<file path="config.mk">
export PLATFORM = sky130hd
export DESIGN_NAME = eth_tx_serializer
export DESIGN_NICKNAME = d
export VERILOG_FILES = /design/src/rtl/eth_tx_pkg.sv /design/src/rtl/eth_tx_crc32.sv /design/src/rtl/eth_tx_word_buf.sv /design/src/rtl/eth_tx_serializer.sv
export SDC_FILE = /design/constraint.sdc
export NUM_CORES = 1
export LEC_CHECK = 0
export ABC_CLOCK_PERIOD_IN_PS = 3900
export CORE_MARGIN = 2
export CORE_UTILIZATION = 25
export DETAILED_ROUTE_END_ITERATION = 10
export PLACE_DENSITY = 0.39
export SYNTH_ARGS = -nofsm -noshare
export SYNTH_HDL_FRONTEND = slang
export SYNTH_HIERARCHICAL = 1
export SYNTH_SLANG_ARGS = --single-unit
</file>
<file path="constraint.sdc">
create_clock -name clk -period 3.9 [get_ports clk]
set_input_delay 0.78 -clock clk [delete_from_list [all_inputs] [get_ports clk]]
set_output_delay 0.78 -clock clk [all_outputs]
set_load 0.05 [all_outputs]
</file>
<file path="src/rtl/eth_tx_pkg.sv">
package eth_tx_pkg;

  localparam logic [31:0] CRC_POLY_REFL = 32'hEDB8_8320;
  localparam logic [31:0] CRC_SEED      = 32'hFFFF_FFFF;
  localparam int unsigned FCS_BYTES     = 4;

  // one byte through a reflected CRC-32 register, low bit first
  function automatic logic [31:0] crc32_step(input logic [31:0] c, input logic [7:0] b);
    logic [31:0] r;
    r = c ^ {24'd0, b};
    for (int i = 0; i < 8; i++) begin
      r = r[0] ? ((r >> 1) ^ CRC_POLY_REFL) : (r >> 1);
    end
    return r;
  endfunction

endpackage

</file>
<file path="src/rtl/eth_tx_crc32.sv">
module eth_tx_crc32
  import eth_tx_pkg::*;
(
  input  logic        clk,
  input  logic        rst_n,
  input  logic        init_i,
  input  logic        upd_i,
  input  logic [7:0]  byte_i,
  output logic [31:0] crc_o
);

  logic [31:0] crc_q, crc_d;
  logic        crc_en;

  assign crc_en = init_i | upd_i;

  always_comb begin
    crc_d = crc_q;
    if (init_i)     crc_d = CRC_SEED;
    else if (upd_i) crc_d = crc32_step(crc_q, byte_i);
  end

  always_ff @(posedge clk or negedge rst_n) begin
    if (!rst_n)      crc_q <= CRC_SEED;
    else if (crc_en) crc_q <= crc_d;
  end

  assign crc_o = crc_q;


  crc_hold_chk: assert property (@(posedge clk) disable iff (!rst_n)
    !init_i && !upd_i |=> $stable(crc_o));

endmodule

</file>
<file path="src/rtl/eth_tx_word_buf.sv">
module eth_tx_word_buf #(
  parameter int unsigned LANES  = 4,
  parameter int unsigned LANE_W = 8,
  localparam int unsigned DW    = LANES * LANE_W,
  localparam int unsigned IW    = (LANES > 1) ? $clog2(LANES) : 1
) (
  input  logic              clk,
  input  logic              rst_n,
  input  logic              load_i,
  input  logic [DW-1:0]     word_i,
  input  logic [IW-1:0]     last_idx_i,
  output logic              vld_o,
  output logic [LANE_W-1:0] byte_o,
  output logic              last_o
);

  logic [DW-1:0]     word_q;
  logic [IW-1:0]     idx_q, idx_d, lim_q;
  logic              vld_q, vld_d;
  logic [LANE_W-1:0] lane [LANES];

  // first lane on the wire is the most significant one
  for (genvar g = 0; g < LANES; g++) begin : g_lane
    assign lane[g] = word_q[DW-1-g*LANE_W -: LANE_W];
  end

  assign byte_o = lane[idx_q];
  assign last_o = vld_q && (idx_q == lim_q);
  assign vld_o  = vld_q;

  always_comb begin
    vld_d = vld_q;
    idx_d = idx_q;
    if (load_i) begin
      vld_d = 1'b1;
      idx_d = '0;
    end else if (vld_q) begin
      if (idx_q == lim_q) vld_d = 1'b0;
      else                idx_d = idx_q + 1'b1;
    end
  end

  always_ff @(posedge clk or negedge rst_n) begin
    if (!rst_n) begin
      vld_q <= 1'b0;
      idx_q <= '0;
    end else begin
      vld_q <= vld_d;
      idx_q <= idx_d;
    end
  end

  always_ff @(posedge clk or negedge rst_n) begin
    if (!rst_n) begin
      word_q <= '0;
      lim_q  <= '0;
    end else if (load_i) begin
      word_q <= word_i;
      lim_q  <= last_idx_i;
    end
  end


  idx_bound_chk: assert property (@(posedge clk) disable iff (!rst_n)
    vld_q |-> idx_q <= lim_q);


  no_overwrite_chk: assert property (@(posedge clk) disable iff (!rst_n)
    load_i |-> (!vld_q || last_o));

endmodule

</file>
<file path="src/rtl/eth_tx_serializer.sv">
module eth_tx_serializer
  import eth_tx_pkg::*;
#(
  parameter int unsigned LANES  = 4,
  parameter int unsigned LANE_W = 8,
  localparam int unsigned DW    = LANES * LANE_W,
  localparam int unsigned EW    = (LANES > 1) ? $clog2(LANES) : 1,
  localparam int unsigned FIW   = $clog2(FCS_BYTES)
) (
  input  logic              clk,
  input  logic              rst_n,
  input  logic              tx_valid,
  input  logic [DW-1:0]     tx_data,
  input  logic [EW-1:0]     tx_empty,
  input  logic              tx_sop,
  input  logic              tx_eop,
  input  logic              tx_err,
  input  logic              tx_fcs_fwd,
  output logic              tx_ready,
  output logic [LANE_W-1:0] gm_data,
  output logic              gm_en,
  output logic              gm_er
);

  logic              buf_vld, buf_last;
  logic [LANE_W-1:0] buf_byte;
  logic [EW-1:0]     last_idx_in;
  logic              accept, load, trunc, data_end;
  logic              eop_q, err_q, fwd_q;
  logic              fcs_act_q, fcs_act_d, fcs_err_q, fcs_err_d;
  logic [FIW-1:0]    fcs_idx_q, fcs_idx_d;
  logic [31:0]       crc_cur, crc_fin;
  logic [7:0]        fcs_byte;
  logic [LANE_W-1:0] out_data_q, out_data_d;
  logic              out_en_q, out_en_d, out_er_q, out_er_d;

  assign last_idx_in = tx_eop ? (EW'(LANES - 1) - tx_empty) : EW'(LANES - 1);

  assign tx_ready = !fcs_act_q && (!buf_vld || (buf_last && !eop_q));
  assign accept   = tx_valid && tx_ready;
  assign load     = accept && (buf_vld || tx_sop);
  assign trunc    = buf_last && !eop_q && !tx_valid;
  assign data_end = buf_last && eop_q;

  eth_tx_word_buf #(.LANES(LANES), .LANE_W(LANE_W)) i_word_buf (
    .clk        (clk),
    .rst_n      (rst_n),
    .load_i     (load),
    .word_i     (tx_data),
    .last_idx_i (last_idx_in),
    .vld_o      (buf_vld),
    .byte_o     (buf_byte),
    .last_o     (buf_last)
  );

  eth_tx_crc32 i_crc (
    .clk    (clk),
    .rst_n  (rst_n),
    .init_i (load && !buf_vld),
    .upd_i  (buf_vld),
    .byte_i (buf_byte[7:0]),
    .crc_o  (crc_cur)
  );

  assign crc_fin  = ~crc_cur;
  assign fcs_byte = crc_fin[{fcs_idx_q, 3'b000} +: 8];

  // per-word flags, enabled by load
  always_ff @(posedge clk or negedge rst_n) begin
    if (!rst_n) begin
      eop_q <= 1'b0;
      err_q <= 1'b0;
      fwd_q <= 1'b0;
    end else if (load) begin
      eop_q <= tx_eop;
      err_q <= tx_eop && tx_err;
      fwd_q <= tx_fcs_fwd;
    end
  end

  // check-sequence phase
  always_comb begin
    fcs_act_d = fcs_act_q;
    fcs_idx_d = fcs_idx_q;
    fcs_err_d = fcs_err_q;
    if (fcs_act_q) begin
      fcs_idx_d = fcs_idx_q + 1'b1;
      if (fcs_idx_q == FIW'(FCS_BYTES - 1)) fcs_act_d = 1'b0;
    end else if (data_end && !fwd_q) begin
      fcs_act_d = 1'b1;
      fcs_idx_d = '0;
      fcs_err_d = err_q;
    end
  end

  always_ff @(posedge clk or negedge rst_n) begin
    if (!rst_n) begin
      fcs_act_q <= 1'b0;
      fcs_idx_q <= '0;
      fcs_err_q <= 1'b0;
    end else begin
      fcs_act_q <= fcs_act_d;
      fcs_idx_q <= fcs_idx_d;
      fcs_err_q <= fcs_err_d;
    end
  end

  // byte-side output register
  always_comb begin
    out_data_d = '0;
    out_en_d   = 1'b0;
    out_er_d   = 1'b0;
    if (buf_vld) begin
      out_data_d = buf_byte;
      out_en_d   = 1'b1;
      out_er_d   = trunc || (data_end && fwd_q && err_q);
    end else if (fcs_act_q) begin
      out_data_d = LANE_W'(fcs_byte);
      out_en_d   = 1'b1;
      out_er_d   = fcs_err_q && (fcs_idx_q == FIW'(FCS_BYTES - 1));
    end
  end

  always_ff @(posedge clk or negedge rst_n) begin
    if (!rst_n) begin
      out_data_q <= '0;
      out_en_q   <= 1'b0;
      out_er_q   <= 1'b0;
    end else begin
      out_data_q <= out_data_d;
      out_en_q   <= out_en_d;
      out_er_q   <= out_er_d;
    end
  end

  assign gm_data = out_data_q;
  assign gm_en   = out_en_q;
  assign gm_er   = out_er_q;


  first_byte_lat_chk: assert property (@(posedge clk) disable iff (!rst_n)
    accept && tx_sop && !buf_vld |-> ##2 gm_en);


  er_needs_en_chk: assert property (@(posedge clk) disable iff (!rst_n)
    gm_er |-> gm_en);


  trunc_flag_chk: assert property (@(posedge clk) disable iff (!rst_n)
    trunc |=> gm_en && gm_er);


  trunc_end_chk: assert property (@(posedge clk) disable iff (!rst_n)
    trunc |-> ##2 !gm_en);


  fcs_busy_chk: assert property (@(posedge clk) disable iff (!rst_n)
    fcs_act_q |-> !tx_ready);


  fcs_follow_chk: assert property (@(posedge clk) disable iff (!rst_n)
    data_end && !fwd_q |=> ##1 gm_en);

endmodule

</file>
==> results of run 1 <==
metrics by stage:
| stage | area, um^2 | util | hold slack, ns | std cells |
|---|---|---|---|---|
| finish | 5928 | 0.3148 | 0.4739 | 665 |
| global route | 5928 | 0.3148 | 0.5251 | 665 |
| CTS | 5928 | 0.3148 | 0.4996 | 665 |
| detailed placement | 5618 | 0.2983 | 0.4911 | 649 |
| global placement | 5618 | 0.2983 | 0.4865 | 649 |
| floorplan | 4822 | - | 0.4718 | 350 |
routing by layer:
metal  routed length [um]  up-vias
met5                    0        -
met4                  157        0
met3                  280       11
met2                 5608       38
met1                 5542     1537
li1                     -     1349
how the worst min path moves through the flow:
stage                                    startpoint                         endpoint  slack [ns]
floorplan           i_word_buf/lane[17]$_DFFE_PN0P_  i_word_buf/lane[17]$_DFFE_PN0P_        0.47
global placement    i_word_buf/lane[20]$_DFFE_PN0P_  i_word_buf/lane[20]$_DFFE_PN0P_        0.49
detailed placement  i_word_buf/lane[20]$_DFFE_PN0P_  i_word_buf/lane[20]$_DFFE_PN0P_        0.49
CTS                                           rst_n  i_word_buf/lane[11]$_DFFE_PN0P_        0.50
global route                                  rst_n  i_word_buf/lane[11]$_DFFE_PN0P_        0.53
finish                                        rst_n  i_word_buf/lane[11]$_DFFE_PN0P_        0.47
worst reg2reg max path: cells and delay by family, from the launching register on:
family / cells / cell delay, ns
xor gates and xnor gates: 3 / 1.43
DFF: 1 / 0.73
muxes: 1 / 0.72
AOI/OAI and AO/OA: 1 / 0.17
final cells by class:
class	instances	share of cell area
clock inverters	4	0.01245
well taps	260	0.05488
clock buffers	12	0.03989
inverters	3	0.001900
multi-input cells	242	0.4249
repair buffers	58	0.09624
flip-flops and latches	86	0.3698
kinds of logic (layout without fill, tap and decap cells):
group                      Yosys count  in the layout  synth area share
DFF                                 86             86            0.4546
xor gates and xnor gates            66             66            0.2039
AOI/OAI and AO/OA                   63             63           0.08459
and+or+nand+nor                     58             58           0.06253
muxes                               54             54            0.1666
buffers and inverters               22             77           0.02517
adders and majority gates            1              1          0.002594
cell usage in the layout, fill, tap and decap left out, drive strengths merged, types with 2 or more instances in the layout:
cell type,n
a211o,18
a21oi,18
a31oi,2
buf,9
bufinv,2
clkbuf,12
clkdlybuf4s50,49
clkinv,3
dfrtp,54
dfstp,32
inv,2
mux2,35
mux2i,3
mux4,16
nand2,18
nand2b,4
nand3b,3
nor2,9
nor2b,13
nor3,5
o21ai,19
xnor2,37
xnor3,10
xor2,13
xor3,6
registers in the layout, summed over array words and instances, names as in the netlist:
register          flops
i_word_buf/lim_q      2
fcs_idx_q             2
i_word_buf/idx_q      2
gm_data               8
eop_q                 1
fcs_act_q             1
gm_en                 1
gm_er                 1
i_word_buf/lane      32
err_q                 1
i_word_buf/vld_o      1
i_crc/crc_o          32
fwd_q                 1
fcs_err_q             1
==> results by group, run 1 <==
Setup path
  • Slowest stage cell, crit path: dfrtp_1
  • Setup crit end: i_crc/crc_o[19]$_DFFE_PN1P_
  • Crit path capture type: flip-flop
  • Worst path top cell family by delay: XOR/XNOR gates
  • CP Cell Sequence: mux4_1 -> xnor2_2 -> xnor2_2 -> xor3_4 -> o21ai_0
  • Reg2reg setup slack: about 0.76 ns
  • Reg-to-reg endpoint: i_crc/crc_o[19]$_DFFE_PN1P_
  • CP Launch Type: flip-flop
  • Crit Path Class: reg -> reg
  • Cell depth of the worst setup path: 5
  • Worst-case reg-to-reg path depth: 5
  • Cell mode on critical path: xnor2_2
  • Critical path's largest stage delay: between 0.7 and 0.8 ns
  • Worst path required time: 4.15 ns
  • Worst Path Buf+Inv: 0
  • RR Startpoint: i_word_buf/idx_q[0]$_DFFE_PN0P_
  • Worst Path Arrival: 3.38 ns
  • Setup crit start: i_word_buf/idx_q[0]$_DFFE_PN0P_
  • Crit Path Max Fanout: 13

Route
  • Initial DRC count: around 130
  • Routed length per instance: 17.43 um
  • 1st-pass router iterations: 4
  • Vias post-DR: about 3,000
  • DRC: 0
  • Via-per-instance ratio: 4.414
  • Final wirelength: 11,590 um
  • Final antenna-violating net count: 0

Clock tree
  • Bufs on Longest Clock Path: 2
  • # hold bufs at CTS: 0
  • CTS tree: yes
  • H-tree Lvls: 3
  • Reg clk slew, reported paths: 0.07 ns
  • Skew-Pair Late Insertion Delay: about 0.35 ns
  • Cts bufs inserted: 9
  • Cell at the root of the clock tree: clkbuf_16
  • Post-CTS sizing: 0
  • Setup Fix Bufs, Post-CTS: 0
  • Clock Sinks: 86

Cells and area
  • Share of cells above drive strength 1: 0.2963
  • Antenna cell count: 0
  • Nets: 442
  • Synth-to-layout area growth: 22.94%
  • Layout fillers: 1,884
  • Multi-input logic area: 2519 um^2
  • Register area: between 2000 and 2500 um^2

Placement
  • Worst slack, placed: slightly below 0.8 ns
  • Final HPWL DP: 8011 um
  • Port-buffer cells: 51
  • Routability Congestion: 0.7651

Global routing
  • Vias in the first global route: 3,092
  • Largest net degree at the start of global routing: 56
  • Gr ovfl total: 0
  • GR Util All Layers: 0.1223
  • M1 GR Usage: 0.1644
  • GR Util met2: 0.1986
  • First-pass GRT wire length: between 15,000 and 20,000 um
  • GR Layer Usage met3: 0.02414
  • Most used routing layer: met2
  • Antenna violations before repair: 0

Timing
  • Actual slew at the worst max-slew pin: 0.7939 ns
  • RSZ-0062 raised after global routing: no
  • Final hold vios: 0
  • Max Freq: around 320 MHz
  • Fin Clk Skew: 0.006873 ns
  • Slew HR: 0.4675
  • Final Setup Violations: 0
  • Final cycle utilization of the critical path: 0.8039
  • Min Tclk post-route: between 3 and 4 ns
  • Total Neg Setup Slack: 0 ns
  • Final Worst Setup Slack: 0.7650 ns
  • Final Max Tran Viols: 0

Floorplanning
  • IO Pins: 52
  • Initial core utilization: 0.2561
  • Die Span Y: 142.9 um
  • Placeable core area: roughly 19,000 um^2
  • Die area: 20,420 um^2
  • Num rows: 50
  • Die Span X: roughly 140 um

Synth
  • #FFs+latches synth: between 80 and 90
  • Largest cells by area after synthesis: dfrtp_1 (28%), dfstp_2 (17%), mux2_2 (7.9%), xnor2_1 (5.3%), mux4_2 (5.1%)
  • Gate count of the mapped netlist: 350
  • Netlist cell types: 50
  • Ys flop type: dfrtp_1
  • Most frequent cell after synthesis: dfrtp_1
  • Post-synth top cells: dfrtp_1 (54), mux2_2 (34), dfstp_2 (32), xnor2_1 (29)
  • Post-synth ARST share: 1.000
  • Top-area cell type share of the netlist area: 0.2802
  • Seq/Total Area, Yosys: 0.4546
  • Post-synth EDFFs: 0
  • Synth Cell Area: 4822 um^2
  • Syn nets: 392
  • Synth warn: 6
  • Mean Syn Cell Area: 13.78 um^2
  • Top cell type by total area after synthesis: dfrtp_1

Hold path
  • HP Class: in -> async

Status
  • Status: finished clean

Run
  • Max Cap Viol: 0
Power of run 1 is not shown: default switching activity piles up to over one toggle a cycle in this logic, so the estimate is an artifact.
==> run 2: changes to the inputs <==
--- a/config.mk
+++ b/config.mk
@@ -5,11 +5,11 @@
 export SDC_FILE = /design/constraint.sdc
 export NUM_CORES = 1
 export LEC_CHECK = 0
-export ABC_CLOCK_PERIOD_IN_PS = 3900
+export ABC_CLOCK_PERIOD_IN_PS = 2600
 export CORE_MARGIN = 2
 export CORE_UTILIZATION = 25
 export DETAILED_ROUTE_END_ITERATION = 10
-export PLACE_DENSITY = 0.39
+export PLACE_DENSITY = 0.4
 export SYNTH_ARGS = -nofsm -noshare
 export SYNTH_HDL_FRONTEND = slang
 export SYNTH_HIERARCHICAL = 1
==> constraint.sdc (replaced) <==
create_clock -name clk -period 2.6 [get_ports clk]
set_input_delay 0.52 -clock clk [delete_from_list [all_inputs] [get_ports clk]]
set_output_delay 0.52 -clock clk [all_outputs]
set_load 0.05 [all_outputs]
==> run 2 against run 1 <==
  * Register-to-register slack worse by 0.67 ns
  * Die area did not move
  * Global-route usage increased by 0.64 points
  * Routed wire length grew 4.6%
  * Hold slack worse by 0.37 ns
  * Cell count grew 3.9%
  * First-iteration DRC count is 16% lower
  * Count of clock-buffer cells in the layout did not move
  * Via count rose by 2.4%
  * Critical path depth rose by 1
  * Critical endpoint is now i_crc/crc_o[18]$_DFFE_PN1P_
==> results by group, run 2 (synthesized netlist as in run 1, its figures left out) <==
Floorplanning
  • IO Pins: 52
  • Die Span Y: 142.9 um
  • Num rows: 50
  • Placeable core area: 18,830 um^2
  • Die area: 20,420 um^2
  • Initial core utilization: 0.2561
  • Die Span X: 142.9 um

Setup path
  • Worst path top cell family by delay: XOR/XNOR gates
  • Worst Path Buf+Inv: 1
  • Critical path's largest stage delay: 0.67 ns
  • Crit path capture type: flip-flop
  • Worst path required time: 2.88 ns
  • Crit Path Max Fanout: 5
  • CP Cell Sequence: buf_4 -> mux4_1 -> xnor2_2 -> xor3_2 -> xnor3_1 -> a21bo_2
  • Crit Path Class: reg -> reg
  • Worst Path Arrival: between 2 and 3 ns
  • CP Launch Type: flip-flop
  • Worst-case reg-to-reg path depth: 6
  • Cell depth of the worst setup path: 6
  • Reg2reg setup slack: 0.09 ns
  • Slowest stage cell, crit path: mux4_1

Placement
  • Dpl cells: a little under 700
  • Port-buffer cells: 51
  • Routability Congestion: 0.7588
  • Final HPWL DP: 8545 um
  • Worst slack, placed: -0.04035 ns

Timing
  • Min Tclk post-route: approximately 2.5 ns
  • Slew HR: 0.5565
  • Hold Slack: about 0.11 ns
  • Max Freq: between 300 and 400 MHz
  • RSZ-0062 raised after global routing: no
  • Fin Clk Skew: slightly above 0.01 ns
  • Final cycle utilization of the critical path: 0.9641
  • Final Setup Violations: 0
  • Final hold vios: 0
  • Total Neg Setup Slack: 0 ns
  • Final Max Tran Viols: 0
  • Final Worst Setup Slack: 0.09344 ns
  • Actual slew at the worst max-slew pin: 0.6653 ns

Route
  • Routed length on met1: 5879 um
  • Final wirelength: 12,130 um
  • Vias post-DR: approximately 3,000
  • Met3 WL post-DR: 300 um
  • WL met2: 5773 um
  • Initial DRC count: 113
  • Routed length per instance: roughly 18 um
  • Via-per-instance ratio: 4.347
  • 1st-pass router iterations: 4
  • Max layer used: met4
  • DRC: 0
  • Final antenna-violating net count: 0

Global routing
  • GR Util All Layers: 0.1287
  • Antenna violations before repair: 0
  • First-pass GRT wire length: 19,470 um
  • Largest net degree at the start of global routing: 58
  • Vias in the first global route: 3,264
  • Gr ovfl total: 0

Clock tree
  • CTS tree: yes
  • Bufs on Longest Clock Path: 2
  • Cts bufs inserted: 9
  • Setup Fix Bufs, Post-CTS: 0
  • Clock Sinks: 86
  • Cell at the root of the clock tree: clkbuf_16
  • Reg clk slew, reported paths: 0.06 ns
  • Skew-Pair Late Insertion Delay: 0.35 ns
  • H-tree Lvls: 3
  • # hold bufs at CTS: 0

Cells and area
  • Synth-to-layout area growth: 28.41%
  • Share of cells above drive strength 1: 0.3434
  • Most common library cell in the layout ignoring fill and taps: dfrtp_1
  • Fin cells: 691
  • Antenna cell count: 0
  • Layout fillers: 1,886
  • Commonest cells after routing, fill and taps aside: dfrtp_1 (54), clkdlybuf4s50_1 (49), mux2_2 (34)
  • Nets: 468

Run
  • Max Cap Viol: 0

Status
  • Status: finished clean

Hold path
  • HP Class: in -> async
[run 2: changes by cell type in the layout (fill, tap and decap cells not counted), sizes merged]
| cell | before | now |
|---|---|---|
| buf | 9 | 35 |
| clkinvlp | 0 | 1 |
| bufinv | 2 | 1 |
[run 2: path summary, 6_finish.rpt]
kind / from / endpoint
worst min-delay path: rst_n / i_word_buf/lane[27]$_DFFE_PN0P_
min in group clk: i_word_buf/lane[25]$_DFFE_PN0P_ / i_word_buf/lane[25]$_DFFE_PN0P_
worst max register to register: i_word_buf/idx_q[0]$_DFFE_PN0P_ / i_crc/crc_o[18]$_DFFE_PN1P_
max in group asynchronous: rst_n / i_crc/crc_o[0]$_DFFE_PN1P_
worst min register to register: i_word_buf/lane[25]$_DFFE_PN0P_ / i_word_buf/lane[25]$_DFFE_PN0P_
worst max-delay path: i_word_buf/idx_q[0]$_DFFE_PN0P_ / i_crc/crc_o[18]$_DFFE_PN1P_
[run 2: through the flow]
step	instance area (um^2)	util
floorplan	4833	-
global placement	5887	0.3126
detailed placement	5887	0.3126
CTS	6196	0.3290
global route	6192	0.3288
finish	6192	0.3288
[run 2: worst register-to-register path: stages, from the launching register on]
cell and delay (ns):
dfrtp_1 0.34, buf_4 0.16, mux4_1 0.67, xnor2_2 0.28
xor3_2 0.43, xnor3_1 0.35, a21bo_2 0.22
[run 2: area by class of cell]
cell class | count | area, um^2 | share of cell area
Timing Repair Buffer | 84 | 828.3 | 0.1338
Sequential cell | 86 | 2192 | 0.3540
Multi-Input combinational cell | 242 | 2534 | 0.4092
Tap cell | 260 | 325.3 | 0.05254
Inverter | 3 | 11.26 | 0.001819
Clock buffer | 12 | 256.5 | 0.04142
Clock inverter | 4 | 45.04 | 0.007274
[run 2: per-layer routing]
metal | vias up | GRT usage
li1 | 1408 | -
met2 | 49 | 0.2085
met3 | 11 | 0.02515
met1 | 1536 | 0.1739
met5 | - | 0
met4 | 0 | 0.04065
[run 2: what timing repair did]
action                     in CTS  in global routing
gates resized for setup         1                  1
pin swaps                       0                  2
setup endpoints to repair       3                  2
Power of run 2 is left out for the same reason.
